$ cat config.mk
export PLATFORM = sky130hd
export DESIGN_NAME = vlc_frame_sorter
export DESIGN_NICKNAME = d
export VERILOG_FILES = /design/src/rtl/vlc_pkg.sv /design/src/rtl/vlc_classify.sv /design/src/rtl/vlc_slot.sv /design/src/rtl/vlc_fifo.sv /design/src/rtl/vlc_frame_sorter.sv
export SDC_FILE = /design/constraint.sdc
export NUM_CORES = 1
export LEC_CHECK = 0
export BUFFER_PORTS_ARGS = -buffer_cell sky130_fd_sc_hd__clkbuf_2
export CELL_PAD_IN_SITES_DETAIL_PLACEMENT = 1
export CELL_PAD_IN_SITES_GLOBAL_PLACEMENT = 2
export CORE_MARGIN = 10
export CORE_UTILIZATION = 44
export CTS_BUF_LIST = sky130_fd_sc_hd__clkbuf_4 sky130_fd_sc_hd__clkbuf_8
export DETAILED_ROUTE_END_ITERATION = 8
export PLACE_DENSITY_LB_ADDON = 0.1
export REMOVE_ABC_BUFFERS = 1
export SLEW_MARGIN = 20
export SYNTH_ARGS = -nofsm -noshare
export SYNTH_HDL_FRONTEND = slang
export SYNTH_HIERARCHICAL = 1
export SYNTH_SLANG_ARGS = --single-unit
$ cat constraint.sdc
create_clock -name clk -period 2.35 [get_ports clk]
set_input_delay 0.3525 -clock clk [delete_from_list [all_inputs] [get_ports clk]]
set_output_delay 0.3525 -clock clk [all_outputs]
set_load 0.03 [all_outputs]
$ cat src/rtl/vlc_pkg.sv
package vlc_pkg;
  localparam int ADDR_W = 48;
  localparam int VLID_W = 16;
  localparam int MARK_W = 32;
  localparam logic [ADDR_W-1:0] CRIT_MASK = 48'hFFFF_FFFF_0000;
  localparam logic [15:0] ETYPE_PERIODIC = 16'h88D7;
  localparam logic [15:0] ETYPE_SPORADIC = 16'h0800;

  typedef enum logic [1:0] {
    CLS_APER = 2'd0,
    CLS_PER  = 2'd1,
    CLS_SPO  = 2'd2,
    CLS_BAD  = 2'd3
  } frame_cls_e;
endpackage

$ cat src/rtl/vlc_classify.sv
module vlc_classify
  import vlc_pkg::*;
#(
  parameter int NUM_PER = 4,
  parameter int NUM_SPO = 2,
  parameter logic [NUM_PER*VLID_W-1:0] PER_VLIDS = '0,
  parameter logic [NUM_SPO*VLID_W-1:0] SPO_VLIDS = '0
) (
  input  logic              hdr_valid,
  input  logic [ADDR_W-1:0] dst,
  input  logic [15:0]       etype,
  input  logic [MARK_W-1:0] marker,
  output logic [NUM_PER-1:0] per_wr,
  output logic [NUM_SPO-1:0] spo_wr,
  output logic               ape_wr,
  output logic               drop
);
  logic [VLID_W-1:0]  vlid;
  logic               crit;
  logic [NUM_PER-1:0] per_hit;
  logic [NUM_SPO-1:0] spo_hit;
  frame_cls_e         cls;

  assign vlid = dst[VLID_W-1:0];
  assign crit = ((dst & CRIT_MASK) == {marker, {VLID_W{1'b0}}});

  // one comparator per table entry
  for (genvar p = 0; p < NUM_PER; p++) begin : g_per_cmp
    assign per_hit[p] = (vlid == PER_VLIDS[p*VLID_W +: VLID_W]);
  end
  for (genvar s = 0; s < NUM_SPO; s++) begin : g_spo_cmp
    assign spo_hit[s] = (vlid == SPO_VLIDS[s*VLID_W +: VLID_W]);
  end

  always_comb begin
    if (!crit)                        cls = CLS_APER;
    else if (etype == ETYPE_PERIODIC) cls = CLS_PER;
    else if (etype == ETYPE_SPORADIC) cls = CLS_SPO;
    else                              cls = CLS_BAD;
  end

  always_comb begin
    per_wr = '0;
    spo_wr = '0;
    ape_wr = 1'b0;
    drop   = 1'b0;
    if (hdr_valid) begin
      unique case (cls)
        CLS_APER: ape_wr = 1'b1;
        CLS_PER: begin
          per_wr = per_hit;
          drop   = ~|per_hit;
        end
        CLS_SPO: begin
          spo_wr = spo_hit;
          drop   = ~|spo_hit;
        end
        default: drop = 1'b1;
      endcase
    end
  end
endmodule

$ cat src/rtl/vlc_slot.sv
module vlc_slot #(
  parameter int DW = 16
) (
  input  logic          clk,
  input  logic          rst_n,
  input  logic          wr,
  input  logic [DW-1:0] wdata,
  input  logic          rd,
  output logic          valid,
  output logic [DW-1:0] rdata
);
  logic          valid_q, valid_d;
  logic [DW-1:0] data_q;

  always_comb begin
    valid_d = valid_q;
    if (rd) valid_d = 1'b0;
    if (wr) valid_d = 1'b1;   // write wins over same-cycle read
  end

  always_ff @(posedge clk or negedge rst_n) begin
    if (!rst_n) valid_q <= 1'b0;
    else        valid_q <= valid_d;
  end

  always_ff @(posedge clk) begin
    if (wr) data_q <= wdata;
  end

  assign valid = valid_q;
  assign rdata = data_q;

  a_r4_write_sets: assert property (@(posedge clk) disable iff (!rst_n)
    wr |=> (valid_q && data_q == $past(wdata)));
  a_r4_read_clears: assert property (@(posedge clk) disable iff (!rst_n)
    (rd && !wr) |=> !valid_q);
endmodule

$ cat src/rtl/vlc_fifo.sv
module vlc_fifo #(
  parameter int DW    = 16,
  parameter int DEPTH = 4
) (
  input  logic          clk,
  input  logic          rst_n,
  input  logic          push,
  input  logic [DW-1:0] wdata,
  input  logic          pop,
  output logic          valid,
  output logic [DW-1:0] rdata,
  output logic          ovf
);
  localparam int PTR_W = (DEPTH > 1) ? $clog2(DEPTH) : 1;
  localparam int CNT_W = $clog2(DEPTH + 1);
  localparam logic [PTR_W-1:0] LAST = PTR_W'(DEPTH - 1);
  localparam logic [CNT_W-1:0] FULL_CNT = CNT_W'(DEPTH);

  logic [DW-1:0]    mem [DEPTH];
  logic [PTR_W-1:0] wr_ptr_q, wr_ptr_d, rd_ptr_q, rd_ptr_d;
  logic [CNT_W-1:0] count_q, count_d;
  logic             ovf_q, ovf_d;
  logic             full, empty, do_push, do_pop;

  function automatic logic [PTR_W-1:0] bump(input logic [PTR_W-1:0] p);
    return (p == LAST) ? '0 : p + 1'b1;
  endfunction

  assign full    = (count_q == FULL_CNT);
  assign empty   = (count_q == '0);
  assign do_push = push && !full;    // fullness judged before the pop
  assign do_pop  = pop && !empty;

  always_comb begin
    wr_ptr_d = do_push ? bump(wr_ptr_q) : wr_ptr_q;
    rd_ptr_d = do_pop  ? bump(rd_ptr_q) : rd_ptr_q;
    count_d  = count_q;
    if (do_push && !do_pop)      count_d = count_q + 1'b1;
    else if (do_pop && !do_push) count_d = count_q - 1'b1;
    ovf_d = ovf_q | (push & full);
  end

  always_ff @(posedge clk or negedge rst_n) begin
    if (!rst_n) begin
      wr_ptr_q <= '0;
      rd_ptr_q <= '0;
      count_q  <= '0;
      ovf_q    <= 1'b0;
    end else begin
      wr_ptr_q <= wr_ptr_d;
      rd_ptr_q <= rd_ptr_d;
      count_q  <= count_d;
      ovf_q    <= ovf_d;
    end
  end

  always_ff @(posedge clk) begin
    if (do_push) mem[wr_ptr_q] <= wdata;
  end

  assign valid = !empty;
  assign rdata = mem[rd_ptr_q];
  assign ovf   = ovf_q;

  a_r7_ovf_sticky: assert property (@(posedge clk) disable iff (!rst_n)
    ovf_q |=> ovf_q);
  a_r7_full_push_lost: assert property (@(posedge clk) disable iff (!rst_n)
    (push && full && !pop) |=> ($stable(count_q) && ovf_q));
  a_r5_count_bound: assert property (@(posedge clk) disable iff (!rst_n)
    count_q <= FULL_CNT);
  a_r5_empty_pop_idle: assert property (@(posedge clk) disable iff (!rst_n)
    (empty && pop && !push) |=> $stable(rd_ptr_q));
endmodule

$ cat src/rtl/vlc_frame_sorter.sv
module vlc_frame_sorter
  import vlc_pkg::*;
#(
  parameter int DW        = 16,
  parameter int NUM_PER   = 4,
  parameter int NUM_SPO   = 2,
  parameter int SPO_DEPTH = 4,
  parameter int APE_DEPTH = 8,
  parameter int CNT_W     = 8,
  parameter logic [NUM_PER*16-1:0] PER_VLIDS = {16'h0013, 16'h0012, 16'h0011, 16'h0010},
  parameter logic [NUM_SPO*16-1:0] SPO_VLIDS = {16'h0021, 16'h0020}
) (
  input  logic                  clk,
  input  logic                  rst_n,
  input  logic [31:0]           cfg_marker,
  input  logic                  hdr_valid,
  input  logic [47:0]           hdr_dst,
  input  logic [15:0]           hdr_etype,
  input  logic [DW-1:0]         hdr_desc,
  input  logic [NUM_PER-1:0]    per_rd,
  output logic [NUM_PER-1:0]    per_valid,
  output logic [NUM_PER*DW-1:0] per_desc,
  input  logic [NUM_SPO-1:0]    spo_rd,
  output logic [NUM_SPO-1:0]    spo_valid,
  output logic [NUM_SPO*DW-1:0] spo_desc,
  output logic [NUM_SPO-1:0]    spo_ovf,
  input  logic                  ape_rd,
  output logic                  ape_valid,
  output logic [DW-1:0]         ape_desc,
  output logic                  ape_ovf,
  output logic [CNT_W-1:0]      drop_cnt
);
  logic [1:0]         rst_sync_q;
  logic               rst_ni;
  logic [NUM_PER-1:0] per_wr;
  logic [NUM_SPO-1:0] spo_wr;
  logic               ape_wr;
  logic               drop;
  logic [CNT_W-1:0]   cnt_q, cnt_d;

  // asynchronous assertion, synchronous release
  always_ff @(posedge clk or negedge rst_n) begin
    if (!rst_n) rst_sync_q <= 2'b00;
    else        rst_sync_q <= {rst_sync_q[0], 1'b1};
  end
  assign rst_ni = rst_sync_q[1];

  vlc_classify #(
    .NUM_PER(NUM_PER), .NUM_SPO(NUM_SPO),
    .PER_VLIDS(PER_VLIDS), .SPO_VLIDS(SPO_VLIDS)
  ) u_cls (
    .hdr_valid(hdr_valid), .dst(hdr_dst), .etype(hdr_etype), .marker(cfg_marker),
    .per_wr(per_wr), .spo_wr(spo_wr), .ape_wr(ape_wr), .drop(drop)
  );

  for (genvar i = 0; i < NUM_PER; i++) begin : g_slot
    vlc_slot #(.DW(DW)) u_slot (
      .clk(clk), .rst_n(rst_ni), .wr(per_wr[i]), .wdata(hdr_desc),
      .rd(per_rd[i]), .valid(per_valid[i]), .rdata(per_desc[i*DW +: DW])
    );
  end

  for (genvar j = 0; j < NUM_SPO; j++) begin : g_spo
    vlc_fifo #(.DW(DW), .DEPTH(SPO_DEPTH)) u_q (
      .clk(clk), .rst_n(rst_ni), .push(spo_wr[j]), .wdata(hdr_desc),
      .pop(spo_rd[j]), .valid(spo_valid[j]), .rdata(spo_desc[j*DW +: DW]),
      .ovf(spo_ovf[j])
    );
  end

  vlc_fifo #(.DW(DW), .DEPTH(APE_DEPTH)) u_ape (
    .clk(clk), .rst_n(rst_ni), .push(ape_wr), .wdata(hdr_desc),
    .pop(ape_rd), .valid(ape_valid), .rdata(ape_desc), .ovf(ape_ovf)
  );

  always_comb begin
    cnt_d = cnt_q;
    if (drop && (cnt_q != {CNT_W{1'b1}})) cnt_d = cnt_q + 1'b1;
  end

  always_ff @(posedge clk or negedge rst_ni) begin
    if (!rst_ni) cnt_q <= '0;
    else         cnt_q <= cnt_d;
  end
  assign drop_cnt = cnt_q;

  a_r2_single_outcome: assert property (@(posedge clk) disable iff (!rst_ni)
    hdr_valid |-> $onehot({|per_wr, |spo_wr, ape_wr, drop}));
  a_r3_one_slot: assert property (@(posedge clk) disable iff (!rst_ni)
    $onehot0(per_wr) && $onehot0(spo_wr));
  a_r1_idle_no_store: assert property (@(posedge clk) disable iff (!rst_ni)
    !hdr_valid |=> ($stable(drop_cnt) && $stable(ape_ovf) && $stable(spo_ovf)));
  a_r8_cnt_never_falls: assert property (@(posedge clk) disable iff (!rst_ni)
    ##1 (drop_cnt >= $past(drop_cnt)));
endmodule

Word-level counts from Yosys, hierarchy flattened

Memory sizes are Yosys's and may differ from the RTL's.
Cells that the tools add are included.

Add/subtract/negate cells: 13
Eq/ne operators: 21
Mux-type cells: 37
Bitwise logic cells: 6
Reductions and logical operators: 40

Operators by type and width:

| operator               | number |
|---|---|
| $eq A16 B5 Y1 const B  | 4 |
| $eq A16 B6 Y1 const B  | 2 |
| $eq A32 B32 Y1         | 1 |
| $mux W1                | 18 |
| $mux W3                | 6 |
| $eq A16 B12 Y1 const B | 1 |
| $eq A16 B16 Y1 const B | 1 |
| $mux W2                | 8 |
| $mux W4                | 4 |
| $logic_not A1 Y1       | 14 |
| $reduce_bool A2 Y1     | 7 |
| $logic_and A1 B1 Y1    | 13 |
| $add A3 B1 Y3 const B  | 4 |
| $eq A3 B3 Y1 const B   | 4 |
| $eq A2 B2 Y1 const B   | 5 |
| $add A2 B1 Y2 const B  | 4 |
| $add A8 B1 Y8 const B  | 1 |
| $ne A8 B8 Y1 const B   | 1 |
| $logic_not A3 Y1       | 2 |
| $sub A3 B1 Y3 const B  | 2 |
| $add A4 B1 Y4 const B  | 1 |
| $eq A4 B4 Y1 const B   | 1 |
| $logic_not A4 Y1       | 1 |
| $reduce_or A4 Y1       | 1 |
| 7 further kinds        | 11 |

Flip-flop bits (word level): 105
RAM bits: 256
Bits of input ports: 122
Output and inout port bits: 130
Logic and storage cells: 142
Memories: 3

Memories:

| memory           | words | bits a word | rd ports | clocked after Yosys merged registers in | write ports | RTL line       | source |
|---|---|---|---|---|---|---|---|
| u_ape.mem        | 8     | 16          | 1        | 0                                       | 1           | vlc_fifo.sv:19 | `logic [DW-1:0] mem [DEPTH];` |
| g_spo[0].u_q.mem | 4     | 16          | 1        | 0                                       | 1           | vlc_fifo.sv:19 |  |
| g_spo[1].u_q.mem | 4     | 16          | 1        | 0                                       | 1           | vlc_fifo.sv:19 |  |

Depth between registers and ports, before layout

Gate-level depths: netlist of the first run.

Depth after elaboration: 12
Depth in mapped cells: 12
Mapped depth without buffers: 12

Modules after synthesis

Netlist of the first run, hierarchy kept.

By module, submodules not included:

| module                   | times used | cells each | area an instance (um^2) | sequential area each (um^2) |
|---|---|---|---|---|
| vlc_fifo at u_ape        | 1          | 252        | 5630.4                  | 4119.0 |
| vlc_fifo at g_spo[0].u_q | 1          | 122        | 2832.7                  | 2122.0 |
| vlc_fifo at g_spo[1].u_q | 1          | 122        | 2820.2                  | 2122.0 |
| vlc_slot                 | 4          | 19         | 516.7                   | 505.5 |
| vlc_classify             | 1          | 72         | 571.8                   | 0.0 |
| vlc_frame_sorter         | 1          | 39         | 450.4                   | 250.2 |

Worst setup path after synthesis of the first run

OpenSTA, ideal clock, no wires.

Path type: input-to-reg
Start: input port hdr_etype[8]
End: register g_slot[1].u_slot.data_q[0] (enable)
Library setup time: 0.433 ns
Arrival: 2.973 ns
Data required time: 1.917 ns
Setup slack: -1.057 ns
Cell stages on the path: 4
Buffers on the path: 0
Cell sequence: or4b_4 > nor4_4 > nand4_2 > nor4_1

Cells in the longest elaborated chain, start to end: 7
Elaborated cells between the ends (all ways): 8
Those cells by class: eq/ne: 3; mux: 5

RTL lines:

| element                | RTL line               | source |
|---|---|---|
| start: declaration     | vlc_frame_sorter.sv:18 | `input logic [15:0] hdr_etype,` |
| $eq A16 B12 Y1         | vlc_classify.sv:38     | `else if (etype == ETYPE_SPORADIC) cls = CLS_SPO;` |
| $mux W1                | vlc_classify.sv:38     |  |
| $mux W2 *              | vlc_classify.sv:37     | `else if (etype == ETYPE_PERIODIC) cls = CLS_PER;` |
| $mux W2 *              | vlc_classify.sv:36     | `if (!crit) cls = CLS_APER;` |
| $eq A2 B1 Y1 *         | vlc_classify.sv:48     | `unique case (cls)` |
| $mux W4 *              | vlc_classify.sv:48     |  |
| $mux W4 *              | vlc_classify.sv:47     | `if (hdr_valid) begin` |
| named net per_wr[1]    | vlc_frame_sorter.sv:35 | `logic [NUM_PER-1:0] per_wr;` |
| end signal: assignment | vlc_slot.sv:27         | `if (wr) data_q <= wdata;` |
| end: declaration       | vlc_slot.sv:13         | `logic [DW-1:0] data_q;` |

Mark *: on every way through the listed nets, which the timed path passes. The rest lies on a longest branch.
A chain may end at the register's enable or synchronous reset.

Final worst setup path of the first run

Start: input port hdr_dst[1]
End: register g_spo[1].u_q.count_q[2]

Cells in the longest elaborated chain, start to end: 7
Elaborated cells between the ends (all ways): 9
Those cells by class: eq/ne: 1; mux: 3; reduce/logical: 5

RTL lines:

| element                             | RTL line               | source |
|---|---|---|
| start: declaration                  | vlc_frame_sorter.sv:17 | `input logic [47:0] hdr_dst,` |
| $eq A16 B6 Y1 *                     | vlc_classify.sv:32     | `assign spo_hit[s] = (vlid == SPO_VLIDS[s*VLID_W +: VLID_W]);` |
| $mux W2 *                           | vlc_classify.sv:48     |  |
| $mux W2 *                           | vlc_classify.sv:47     |  |
| named net spo_wr[1]                 | vlc_frame_sorter.sv:36 | `logic [NUM_SPO-1:0] spo_wr;` |
| $logic_and A1 B1 Y1 *               | vlc_fifo.sv:31         | `assign do_push = push && !full;` |
| named net g_spo[1].u_q.do_push      | vlc_fifo.sv:23         | `logic full, empty, do_push, do_pop;` |
| $logic_not A1 Y1                    | vlc_fifo.sv:39         | `else if (do_pop && !do_push) count_d = count_q - 1'b1;` |
| $logic_and A1 B1 Y1                 | vlc_fifo.sv:39         |  |
| $reduce_bool A2 Y1 (no source line) | n/a                    |  |
| end signal: assignment              | vlc_fifo.sv:52         | `count_q <= count_d;` |
| end: declaration                    | vlc_fifo.sv:21         | `logic [CNT_W-1:0] count_q, count_d;` |

Marks and branches as above.

==> results by group, run 1 <==
Placement
  – Detailed Place HPWL: ~26000 µm
  – IO Port Bufs: between 200 and 300
  – Post-place setup slack: -1040 ps
  – Placed cell count: 1420
  – Placer Congestion: 0.810

Floorplan
  – Row Count: 66
  – Die Footprint: between 40000 and 50000 µm²
  – Die Width: about 200 µm
  – Starting density of the core: 0.444
  – IO Count: 252
  – Core area: 32400 µm²
  – Die height: 201 µm

Drt
  – DRT iter0 DRCs: between 300 and 400
  – Remaining antenna violation count: 0
  – First drt pass iteration count: 4
  – WL/cell: 25.8 µm
  – Post-route DRC violation count: 0
  – Final WL: 40200 µm
  – Via density: about 5.2
  – Routed vias: around 8000

Timing
  – Slew Limit Fails: 0
  – Post-layout minimum cycle time: approximately 2600 ps
  – Final hold violations: 0
  – Max Fclk: approximately 380 MHz
  – Endpoints failing setup: 60
  – RSZ-0062 raised after global routing: true
  – Worst hold slack: 46.2 ps
  – Slew @ Worst Pin: approximately 930 ps
  – Max_slew headroom: 0.383
  – Period utilisation layout: 1.12
  – TNS Setup: -6400 ps
  – Fin Clk Skew: between 20 and 30 ps
  – Post-route setup slack: -294 ps

Hold path
  – Hold Crit Class: primary input to flop

Worst setup path
  – R2R depth: 9
  – CP startpoint: hdr_dst[1]
  – CP Capture Point: g_spo[1].u_q/count_q[2]
  – Flop2flop setup slack: 30 ps
  – Arr. time, crit path: 3100 ps
  – RR Endpoint: u_ape/count_q[3]
  – Worst r2r src: u_ape/count_q[0]
  – Setup CP Type: primary input to flop
  – CP endpoint kind: flop
  – Crit Path Max Fanout: 2
  – Worst Path Required: 2810 ps
  – Crit start category: primary input

Power
  – Power density over the cells: 945 nW/µm²
  – Switching Fraction: 0.274
  – Sequential power share: 0.433
  – NetSw: between 4000 and 5000 µW
  – Power after layout: 17800 µW
  – Peak VDD IR: ~0.66 mV
  – Combinational share of power: 0.262
  – Clk network pwr share: 0.305
  – Internal power: ~13000 µW
  – Leakage: 0.00716 µW

Global route
  – GRT overflow: 0
  – First-pass GRT wire length: 59000 µm
  – GRT Total Usage: 0.193
  – Largest net degree at the start of global routing: 40
  – Initial antenna violation count: 0
  – Vias in the first global route: ~9300

Finish
  – Layout cells sized above 1: 0.530
  – Multi-input gate area: ~3600 µm²
  – Fillers: approximately 3000
  – FF/Latch Area: about 11000 µm²
  – P&R area growth vs syn: 30.9%
  – Final nets: about 1200
  – Ant. Diodes: 0
  – Post-route insts no fill: roughly 1600

Clocking
  – Inserted Clock Buffers: between 50 and 60
  – Max Buffers Root-to-Sink: 3
  – Clock latency on the worst-skew pair: ~600 ps
  – Clk slew on worst S/H paths: around 60 ps
  – CTS tree: yes
  – Clk sinks: around 360
  – # H-tree levels: 2
  – Root Driver: clkbuf_8

Yosys
  – Share of the synthesized area in the top cell type: 0.669
  – EDFF count, synth: 320
  – Yosys reg bits: between 300 and 400
  – Syn Inst Count: slightly below 700
  – Unique masters post-synth: 56
  – Synthesized area per cell: between 20 and 25 µm²
  – Synth warn: 6
  – Post-synth top area cell: edfxtp_1
  – Most used DFF post-synth: edfxtp_1
  – Synth top area cells: edfxtp_1 (67%), mux4_1 (8.2%), dfrtp_1 (7.1%)
  – Top cells by count, synth: edfxtp_1 (320), mux4_1 (45), dfrtp_1 (41)
  – Register area share after synthesis: 0.740
  – Most numerous cell in the Yosys netlist: edfxtp_1
  – Synthesized area: between 10000 and 15000 µm²
  – Post-synth ARST share: 0.114

Run
  – Max Cap Viol: 0

Status
  – Failing checks: setup timing
  – Status: complete, but fails checks
layer usage:
layer / track usage / share of wire / vias up
met3: 0.0518 / 0.067 / 66
met2: 0.335 / 0.52 / 278
met1: 0.232 / 0.39 / 4225
met4: 0.0555 / 0.023 / 0
li1: - / - / 3543
met5: 0 / 0 / -
metrics by stage:
| stage | area (µm²) | utilization |
|---|---|---|
| global placement | 16800 | 0.519 |
| floorplan | 14200 | - |
| finish | 18800 | 0.581 |
| CTS | 18600 | 0.576 |
| global route | 18800 | 0.581 |
| detailed placement | 16800 | 0.519 |
flip-flops by register name (all words and copies together) (netlist names):
name,cells
g_spo.u_q/wr_ptr_q,4
g_spo.u_q/count_q,6
u_ape/count_q,4
g_slot.u_slot/rdata,64
g_spo.u_q/ovf,2
u_ape/rd_ptr_q,3
g_spo.u_q/mem,128
rst_sync_q,2
g_slot.u_slot/valid,4
u_ape/wr_ptr_q,3
g_spo.u_q/rd_ptr_q,4
drop_cnt,8
u_ape/mem,128
u_ape/ovf,1
cells in the final DEF, fill, tap and decap left out, types with 4 or more instances in the layout:
cell type      instances
mux4_2                60
buf_6                 11
buf_8                 27
clkbuf_8              66
dfrtp_1               35
dfrtp_2                6
ha_1                  15
and2_4                 4
nor4_2                10
buf_4                 49
mux2_4                17
and2_1                 4
nor4_1                 8
dlygate4sd3_1          4
a21o_1                 4
mux2_2                17
inv_1                 12
buf_16                 4
nand3_1                4
nor2_1                16
edfxtp_1             320
mux4_1                 4
clkinv_1               6
xor2_1                36
buf_12                26
nor3_2                 4
nand2_1               10
clkbuf_2             212
xnor2_1                7
nand4_1                5
a21oi_1                4
clkbuf_4              34
worst min-delay path by stage:
stage	to	from	cells after the start	slack, ps
2_1_floorplan	rst_sync_q[0]	rst_n	0	60
4_1_cts	g_slot[3].u_slot/valid	per_rd[3]	3	2
3_5_place_dp	rst_sync_q[0]	rst_n	1	150
3_3_place_gp	rst_sync_q[0]	rst_n	1	140
5_1_grt	g_slot[3].u_slot/valid	per_rd[3]	3	20
6_report	g_slot[3].u_slot/valid	per_rd[3]	3	50
critical path, stage by stage:
cell,delay [ps]
buf_6,90
or4b_4,540
nor4_4,260
nand4_1,220
nor4_2,250
buf_4,180
a21boi_4,190
ha_2,200
inv_1,50
fa_2,330
xor2_1,210
nor2_1,80
xor2_1,140
layout make-up:
| cell class | instances | area share |
|---|---|---|
| Clock buffer | 93 | 0.0574 |
| Sequential cell | 361 | 0.566 |
| Tap cell | 442 | 0.0294 |
| Timing Repair Buffer | 343 | 0.147 |
| Inverter | 15 | 0.00313 |
| Multi-Input combinational cell | 288 | 0.192 |
| Clock inverter | 13 | 0.00499 |
logic make-up after synthesis:
| family | Yosys count | synth area share |
|---|---|---|
| and+or+nand+nor | 95 | 0.0421 |
| AOI/OAI and AO/OA | 26 | 0.0137 |
| xor gates and xnor gates | 43 | 0.0262 |
| DFF | 361 | 0.740 |
| other | 1 | 0.000261 |
| muxes | 100 | 0.141 |
| buffers and inverters | 34 | 0.0155 |
| adders and majority gates | 23 | 0.0216 |
timing repair:
action                                  CTS  global route
hold buffers                              4             0
gates cloned                              6             2
hold endpoints to repair                  5             0
endpoints found under the setup margin  181           166
setup buffers                            11            13
pin swaps                                18            19
gates resized for setup                 142            84
power by group through the flow:
stage	clock network, µW	registers, µW	logic, µW
CTS	5570	7680	4270
detailed placement	0	7790	3560
global placement	0	7740	3420
floorplan	0	7910	1920
finish	5420	7690	4660
global route	5850	7730	4960
No activity file was read; power rests on OpenSTA's default activity.
==> run 2: changes to the inputs <==
--- a/config.mk
+++ b/config.mk
@@ -9,8 +9,8 @@
 export CELL_PAD_IN_SITES_DETAIL_PLACEMENT = 1
 export CELL_PAD_IN_SITES_GLOBAL_PLACEMENT = 2
 export CORE_MARGIN = 10
-export CORE_UTILIZATION = 44
-export CTS_BUF_LIST = sky130_fd_sc_hd__clkbuf_4 sky130_fd_sc_hd__clkbuf_8
+export CORE_UTILIZATION = 42
+export CTS_BUF_LIST = sky130_fd_sc_hd__clkbuf_16
 export DETAILED_ROUTE_END_ITERATION = 8
 export PLACE_DENSITY_LB_ADDON = 0.1
 export REMOVE_ABC_BUFFERS = 1
==> run 2 against run 1 <==
  * The run still ends with setup timing left
  * Sequential power barely moved
  * Clock-buffer cell count fell by 51
  * Register-to-register slack got worse by 120 ps
  * Global-route usage fell by 0.48 points
  * First-iteration DRC count rose by 17%
  * Critical path depth did not move
  * Die area rose by 4.3%
  * Critical endpoint unchanged
  * Largest cell class unchanged
==> results by group, run 2 (synthesis results as in run 1) <==
Worst setup path
  – Most frequent CP cell: xor2_1 (unchanged)
  – Worst Path Required: 2780 ps (was 2810 ps)
  – Max stage delay on crit path: 530 ps (was 540 ps)
  – Setup CP Type: primary input to flop (unchanged)
  – Arr. time, crit path: 3090 ps (was 3100 ps)
  – Family with the most delay on the worst path: simple AND/OR/NAND/NOR gates (unchanged)
  – CP endpoint kind: flop (unchanged)
  – Slowest-stage cell, CP: or4_4 (was or4b_4)
  – Critical path buffers and inverters: 3 (unchanged)
  – CP cell instances: buf_6 -> or4_4 -> nor4_4 -> nand4_1 -> nor4_2 -> buf_4 -> a21boi_4 -> ha_2 -> inv_2 -> fa_2 -> xor2_1 -> nor2_1 -> xor2_1 (was buf_6 -> or4b_4 -> nor4_4 -> nand4_1 -> nor4_2 -> buf_4 -> a21boi_4 -> ha_2 -> inv_1 -> fa_2 -> xor2_1 -> nor2_1 -> xor2_1)
  – Flop2flop setup slack: -90 ps (was 30 ps)
  – Crit start category: primary input (unchanged)
  – Crit Path Max Fanout: 2 (unchanged)

Drt
  – WL/cell: 26.3 µm (was 25.8 µm)
  – Final WL: 40500 µm (was 40200 µm)
  – First drt pass iteration count: 4 (unchanged)
  – Remaining antenna violation count: 0 (unchanged)
  – DRT iter0 DRCs: 437 (was 372)
  – Routed vias: 8067 (was 8112)
  – Via density: 5.25 (was 5.22)
  – Post-route DRC violation count: 0 (unchanged)

Floorplan
  – IO Count: 252 (unchanged)
  – Die height: 205 µm (was 201 µm)
  – Starting density of the core: 0.428 (was 0.444)
  – Die Footprint: 42000 µm² (was 40300 µm²)
  – Core area: 33600 µm² (was 32400 µm²)
  – Row Count: 67 (was 66)
  – Die Width: 205 µm (was 201 µm)

Timing
  – Period utilisation layout: 1.13 (was 1.12)
  – Fin Clk Skew: 13.1 ps (was 27.6 ps)
  – Slew @ Worst Pin: 629 ps (was 925 ps)
  – Slew Limit Fails: 0 (unchanged)
  – RSZ-0062 raised after global routing: true (unchanged)
  – TNS Setup: -4320 ps (was -6400 ps)
  – Endpoints failing setup: 38 (was 60)
  – Post-route setup slack: -304 ps (was -294 ps)
  – Final hold violations: 0 (unchanged)
  – Max_slew headroom: 0.581 (was 0.383)
  – Max Fclk: 377 MHz (was 378 MHz)
  – Post-layout minimum cycle time: 2650 ps (was 2640 ps)

Global route
  – Vias in the first global route: 9124 (was 9269)
  – Initial antenna violation count: 0 (unchanged)
  – GRT overflow: 0 (unchanged)
  – GRT Total Usage: 0.189 (was 0.193)
  – First-pass GRT wire length: 58700 µm (was 59000 µm)
  – Largest net degree at the start of global routing: 35 (was 40)

Hold path
  – Hold Crit Class: primary input to flop (unchanged)

Power
  – Leakage: 0.00727 µW (was 0.00716 µW)
  – Power density over the cells: 970 nW/µm² (was 945 nW/µm²)
  – Peak VDD IR: 0.563 mV (was 0.656 mV)
  – Power after layout: 18400 µW (was 17800 µW)

Finish
  – Final Instance Area: 19000 µm² (was 18800 µm²)
  – Most frequent cells in the layout: edfxtp_1 (320), clkbuf_2 (223), buf_4 (62), clkbuf_16 (47), mux4_2 (45) (was edfxtp_1 (320), clkbuf_2 (212), clkbuf_8 (66), mux4_2 (60), buf_4 (49))
  – Fillers: 3060 (was 2995)
  – Final Util: 0.565 (was 0.581)
  – Most common cell after layout, fill and taps aside: edfxtp_1 (unchanged)
  – Post-route insts no fill: 1538 (was 1555)
  – P&R area growth vs syn: 32.1% (was 30.9%)
  – Final nets: 1205 (was 1212)
  – Layout cells sized above 1: 0.500 (was 0.530)

Clocking
  – # H-tree levels: 2 (unchanged)
  – Root Driver: clkbuf_16 (was clkbuf_8)
  – Clk slew on worst S/H paths: 50 ps (was 60 ps)
  – Clk sinks: 361 (unchanged)
  – CTS tree: yes (unchanged)
  – Max Buffers Root-to-Sink: 3 (unchanged)
  – Clock latency on the worst-skew pair: 520 ps (was 590 ps)
  – Inserted Clock Buffers: 39 (was 58)

Placement
  – Detailed Place HPWL: 26400 µm (was 25700 µm)
  – Placed cell count: 1429 (was 1420)
  – IO Port Bufs: 251 (unchanged)
  – Placer Congestion: 0.938 (was 0.810)
  – Placed cell areas: 16900 µm² (was 16800 µm²)

Run
  – Max Cap Viol: 0 (unchanged)

Status
  – Failing checks: setup timing (unchanged)
  – Status: complete, but fails checks (unchanged)
==> run 2: final timing paths <==
check                                  from                      end  cells after the start
setup reg to reg           u_ape/count_q[1]         u_ape/count_q[3]                      9
hold reg to reg               rst_sync_q[1]              drop_cnt[6]                      0
min in group asynchronous             rst_n            rst_sync_q[0]                      2
hold / removal                    per_rd[1]   g_slot[1].u_slot/valid                      3
setup / recovery               hdr_etype[4]  g_spo[1].u_q/count_q[2]                     13
max in group asynchronous     rst_sync_q[1]        u_ape/rd_ptr_q[0]                      1
==> run 2: per-layer routing <==
metal  global-route usage  wire length (µm)  vias to the layer above
li1                     -                 -                     3536
met4               0.0441               683                        0
met2                0.334             21100                      255
met3               0.0573              2860                       42
met1                0.219             15900                     4234
met5                    0                 0                        -
==> run 2: through the flow <==
step / hold WS [ps] / worst slack [ps]
finish: 79.4 / -304
CTS: 61.1 / -273
detailed placement: 140 / -972
global route: 85.3 / -407
global placement: 138 / -809
floorplan: 56.9 / -1060
==> run 2: tightest hold or removal path: cells and delay by family <==
kind	cells	cell delay, ps
compound gates	1	90
buf+inv	2	120
==> run 2: final cells by class <==
| type | count | area [µm²] | share of cell area |
|---|---|---|---|
| Antenna cell | 1 | 2.50 | 0.000132 |
| Clock buffer | 42 | 1050 | 0.0554 |
| Tap cell | 448 | 561 | 0.0295 |
| Clock inverter | 28 | 170 | 0.00897 |
| Sequential cell | 361 | 10600 | 0.561 |
| Multi-Input combinational cell | 288 | 3710 | 0.196 |
| Timing Repair Buffer | 355 | 2780 | 0.146 |
| Inverter | 15 | 58.8 | 0.00310 |
==> run 2: where the power goes <==
| group | switching [µW] | internal [µW] | total (µW) |
|---|---|---|---|
| clock network | 2390 | 3420 | 5810 |
| registers | 214 | 7450 | 7660 |
| logic | 2340 | 2600 | 4940 |
| total | 4950 | 13500 | 18400 |
==> run 2: timing repair <==
| item | 4_1_cts | 5_1_grt |
|---|---|---|
| buffers inserted | 17 | 12 |
| hold buffers | 1 | 0 |
| pin swaps | 17 | 24 |
| hold endpoints to repair | 2 | 0 |
| gates resized for setup | 108 | 63 |
| gates cloned | 6 | 5 |
| endpoints found under the setup margin | 186 | 159 |
==> run 3: changes to the inputs <==
--- a/config.mk
+++ b/config.mk
@@ -9,7 +9,7 @@
 export CELL_PAD_IN_SITES_DETAIL_PLACEMENT = 1
 export CELL_PAD_IN_SITES_GLOBAL_PLACEMENT = 2
 export CORE_MARGIN = 10
-export CORE_UTILIZATION = 42
+export CORE_UTILIZATION = 41
 export CTS_BUF_LIST = sky130_fd_sc_hd__clkbuf_16
 export DETAILED_ROUTE_END_ITERATION = 8
 export PLACE_DENSITY_LB_ADDON = 0.1
@@ -17,5 +17,4 @@
 export SLEW_MARGIN = 20
 export SYNTH_ARGS = -nofsm -noshare
 export SYNTH_HDL_FRONTEND = slang
-export SYNTH_HIERARCHICAL = 1
 export SYNTH_SLANG_ARGS = --single-unit
==> run 3 against run 2 <==
  * The flow still finishes with violations (setup timing)
  * Via count is 5.3% lower
  * Area after synthesis is 1.8% lower
  * Sequential share of layout area is 3.0 points higher
  * Global-route usage is 1.5 points lower
  * Register-to-register slack better by 220 ps
  * Combinational power is 20% lower
  * Wire length is 9.2% lower
  * Final cell count is 2.4% lower
  * Critical path depth is 9 lower
  * Utilization is 3.2 points lower
==> results by group, run 3 <==
Global route
  – GRT Total Usage: 0.174 (was 0.189)
  – Largest net degree at the start of global routing: 40 (was 35)
  – Vias in the first global route: 8838 (was 9124)
  – Initial antenna violation count: 0 (unchanged)
  – GRT overflow: 0 (unchanged)
  – First-pass GRT wire length: 54600 µm (was 58700 µm)

Finish
  – Most common cell after layout, fill and taps aside: edfxtp_1 (unchanged)
  – Post-route insts no fill: 1501 (was 1538)
  – Most frequent cells in the layout: edfxtp_1 (320), clkbuf_2 (239), mux4_2 (64), buf_4 (47), clkbuf_16 (39) (was edfxtp_1 (320), clkbuf_2 (223), buf_4 (62), clkbuf_16 (47), mux4_2 (45))
  – Ant. Diodes: 0 (was 1)
  – Layout cells sized above 1: 0.477 (was 0.500)
  – Final nets: 1173 (was 1205)
  – P&R area growth vs syn: 27.6% (was 32.1%)

Floorplan
  – Die Footprint: 42200 µm² (was 42000 µm²)
  – Row Count: 67 (unchanged)
  – Starting density of the core: 0.418 (was 0.428)
  – IO Count: 252 (unchanged)
  – Die Width: 206 µm (was 205 µm)
  – Core area: 33800 µm² (was 33600 µm²)
  – Die height: 206 µm (was 205 µm)

Timing
  – Max_slew headroom: 0.585 (was 0.581)
  – Worst hold slack: 40.2 ps (was 79.4 ps)
  – Post-layout minimum cycle time: 2470 ps (was 2650 ps)
  – Endpoints failing setup: 16 (was 38)
  – Period utilisation layout: 1.05 (was 1.13)
  – Slew @ Worst Pin: 622 ps (was 629 ps)
  – Slew Limit Fails: 0 (unchanged)
  – Fin Clk Skew: 11.1 ps (was 13.1 ps)
  – Final hold violations: 0 (unchanged)
  – RSZ-0062 raised after global routing: true (unchanged)
  – Max Fclk: 404 MHz (was 377 MHz)
  – Post-route setup slack: -123 ps (was -304 ps)

Drt
  – DRT iter0 DRCs: 337 (was 437)
  – Final WL: 36800 µm (was 40500 µm)
  – WL/cell: 24.5 µm (was 26.3 µm)
  – First drt pass iteration count: 4 (unchanged)
  – Routed vias: 7640 (was 8067)
  – Post-route DRC violation count: 0 (unchanged)
  – Via density: 5.09 (was 5.25)
  – Remaining antenna violation count: 0 (unchanged)

Placement
  – IO Port Bufs: 251 (unchanged)
  – Detailed Place HPWL: 25000 µm (was 26400 µm)
  – Placed cell count: 1430 (was 1429)
  – Placer Congestion: 0.818 (was 0.938)

Status
  – Status: complete, but fails checks (unchanged)
  – Failing checks: setup timing (unchanged)

Worst setup path
  – Crit Path Max Fanout: 13 (was 2)
  – Slowest-stage cell, CP: mux4_2 (was or4_4)
  – Worst Path Required: 2000 ps (was 2780 ps)
  – CP startpoint: u_ape.rd_ptr_q[0] (was hdr_etype[4])
  – CP cell instances: buf_8 -> mux4_2 -> mux2_2 -> clkbuf_2 (was buf_6 -> or4_4 -> nor4_4 -> nand4_1 -> nor4_2 -> buf_4 -> a21boi_4 -> ha_2 -> inv_2 -> fa_2 -> xor2_1 -> nor2_1 -> xor2_1)
  – Crit start category: flop (was primary input)
  – CP endpoint kind: primary output (was flop)
  – RR Endpoint: u_ape.count_q[1] (was u_ape/count_q[3])
  – Arr. time, crit path: 2120 ps (was 3090 ps)
  – Max stage delay on crit path: 520 ps (was 530 ps)
  – Setup CP Type: flop to primary output (was primary input to flop)
  – Flop2flop setup slack: 130 ps (was -90 ps)
  – R2R depth: 8 (was 9)
  – Worst r2r src: u_ape.count_q[2] (was u_ape/count_q[1])

Clocking
  – Root Driver: clkbuf_16 (unchanged)
  – Clock latency on the worst-skew pair: 520 ps (about the same)
  – Clk sinks: 361 (unchanged)
  – Inserted Clock Buffers: 39 (unchanged)
  – CTS tree: yes (unchanged)
  – Max Buffers Root-to-Sink: 3 (unchanged)
  – # H-tree levels: 2 (unchanged)
  – Clk slew on worst S/H paths: 60 ps (was 50 ps)

Yosys
  – Register area share after synthesis: 0.754 (was 0.740)
  – Post-synth top area cell: edfxtp_1 (unchanged)
  – Yosys reg bits: 361 (unchanged)
  – Share of the synthesized area in the top cell type: 0.681 (was 0.669)
  – Post-synth ARST share: 0.114 (unchanged)
  – EDFF count, synth: 320 (unchanged)
  – Synthesized area per cell: 20.2 µm² (was 21.0 µm²)
  – Top cells by count, synth: edfxtp_1 (320), mux4_2 (64), dfrtp_1 (41) (was edfxtp_1 (320), mux4_1 (45), dfrtp_1 (41))
  – Synth top area cells: edfxtp_1 (68%), mux4_2 (10%), dfrtp_1 (7.3%) (was edfxtp_1 (67%), mux4_1 (8.2%), dfrtp_1 (7.1%))
  – Synthesized area: 14100 µm² (was 14400 µm²)
  – Most numerous cell in the Yosys netlist: edfxtp_1 (unchanged)
  – Syn Inst Count: 697 (was 683)
  – Most used DFF post-synth: edfxtp_1 (unchanged)
  – Synth warn: 0 (was 6)
  – Unique masters post-synth: 45 (was 56)

Run
  – Max Cap Viol: 0 (unchanged)

Hold path
  – Worst hold stages: 2 (was 3)
  – Hold Crit Class: primary input to flop (unchanged)
  – Hold path start: per_rd[0] (was per_rd[1])
  – Hold Path Sink: g_slot[0].u_slot.valid (was g_slot[1].u_slot/valid)

Power
  – Peak VDD IR: 0.572 mV (was 0.563 mV)
  – Power density over the cells: 962 nW/µm² (was 970 nW/µm²)
  – Leakage: 0.00679 µW (was 0.00727 µW)
  – Power after layout: 17300 µW (was 18400 µW)
==> run 3: cell types whose count changed after synthesis, moves of 5 or more <==
cell	previous run	this run
mux4_2	19	64
buf_4	0	8
nor2_1	16	24
xnor2_1	7	12
inv_1	15	22
mux4_1	45	0
and2_1	8	0
==> run 3: cells by family (layout without fill, tap and decap cells) <==
kind of cell / after synthesis / count (layout) / synth area share
and+or+nand+nor: 103 / 103 / 0.0425
muxes: 94 / 94 / 0.126
buffers and inverters: 50 / 406 / 0.0161
xor gates and xnor gates: 49 / 49 / 0.0304
DFF: 361 / 361 / 0.754
AOI/OAI and AO/OA: 16 / 16 / 0.00896
other: 1 / 1 / 0.000266
adders and majority gates: 23 / 23 / 0.0220
==> run 3: report_power, final <==
part | switching, µW | total [µW] | internal (µW) | leakage, µW
sequential | 226 | 7670 | 7440 | 0.00342
combinational | 1980 | 3960 | 1980 | 0.00274
clock | 2360 | 5690 | 3330 | 0.000628
==> run 3: layout make-up <==
type                            instances  area [µm²]
Clock inverter                         27         204
Clock buffer                           39         976
Multi-Input combinational cell        286        3440
Sequential cell                       361       10600
Inverter                               22        82.6
Timing Repair Buffer                  318        2100
Fill cell                            3158       15800
Tap cell                              448         561
==> run 3: per-stage QoR <==
| step | area [µm²] | worst slack (ps) | setup TNS, ps | util |
|---|---|---|---|---|
| floorplan | 14000 | -914 | -105410 | - |
| global placement | 16500 | -409 | -11900 | 0.488 |
| detailed placement | 16500 | -558 | -23980 | 0.488 |
| CTS | 17800 | -180 | -2460 | 0.528 |
| global route | 18000 | -212 | -3230 | 0.533 |
| finish | 18000 | -123 | -1670 | 0.533 |
==> run 3: worst max-delay path by stage <==
stage                       end  slack [ps]  depth (start not counted)
2_1_floorplan   u_ape.mem[2][0]        -910                          6
3_3_place_gp   u_ape.count_q[3]        -410                         14
3_5_place_dp   u_ape.count_q[3]        -560                         14
4_1_cts            ape_desc[11]        -180                          4
5_1_grt            ape_desc[10]        -210                          4
6_report            ape_desc[4]        -120                          4
==> run 3: what timing repair did <==
item | in CTS | in global routing
setup buffers | 0 | 4
hold buffers | 1 | 0
resized for setup | 39 | 35
endpoints found under the hold margin | 2 | 0
pin swaps | 4 | 20
setup endpoints to repair | 50 | 19
==> run 3: per-layer routing <==
metal | routed length (µm) | global-route usage | share of wire | up-vias
met1 | 13900 | 0.204 | 0.38 | 3916
met5 | 0 | 0 | 0 | -
met4 | 479 | 0.0381 | 0.013 | 0
met2 | 19000 | 0.302 | 0.52 | 264
met3 | 3400 | 0.0590 | 0.093 | 32
li1 | - | - | - | 3428
==> run 3: critical path: cells and delay by family (launching register included) <==
kind / cells / cell delay, ps
flip-flops: 1 / 400
multiplexers: 2 / 810
buffers and inverters: 2 / 390
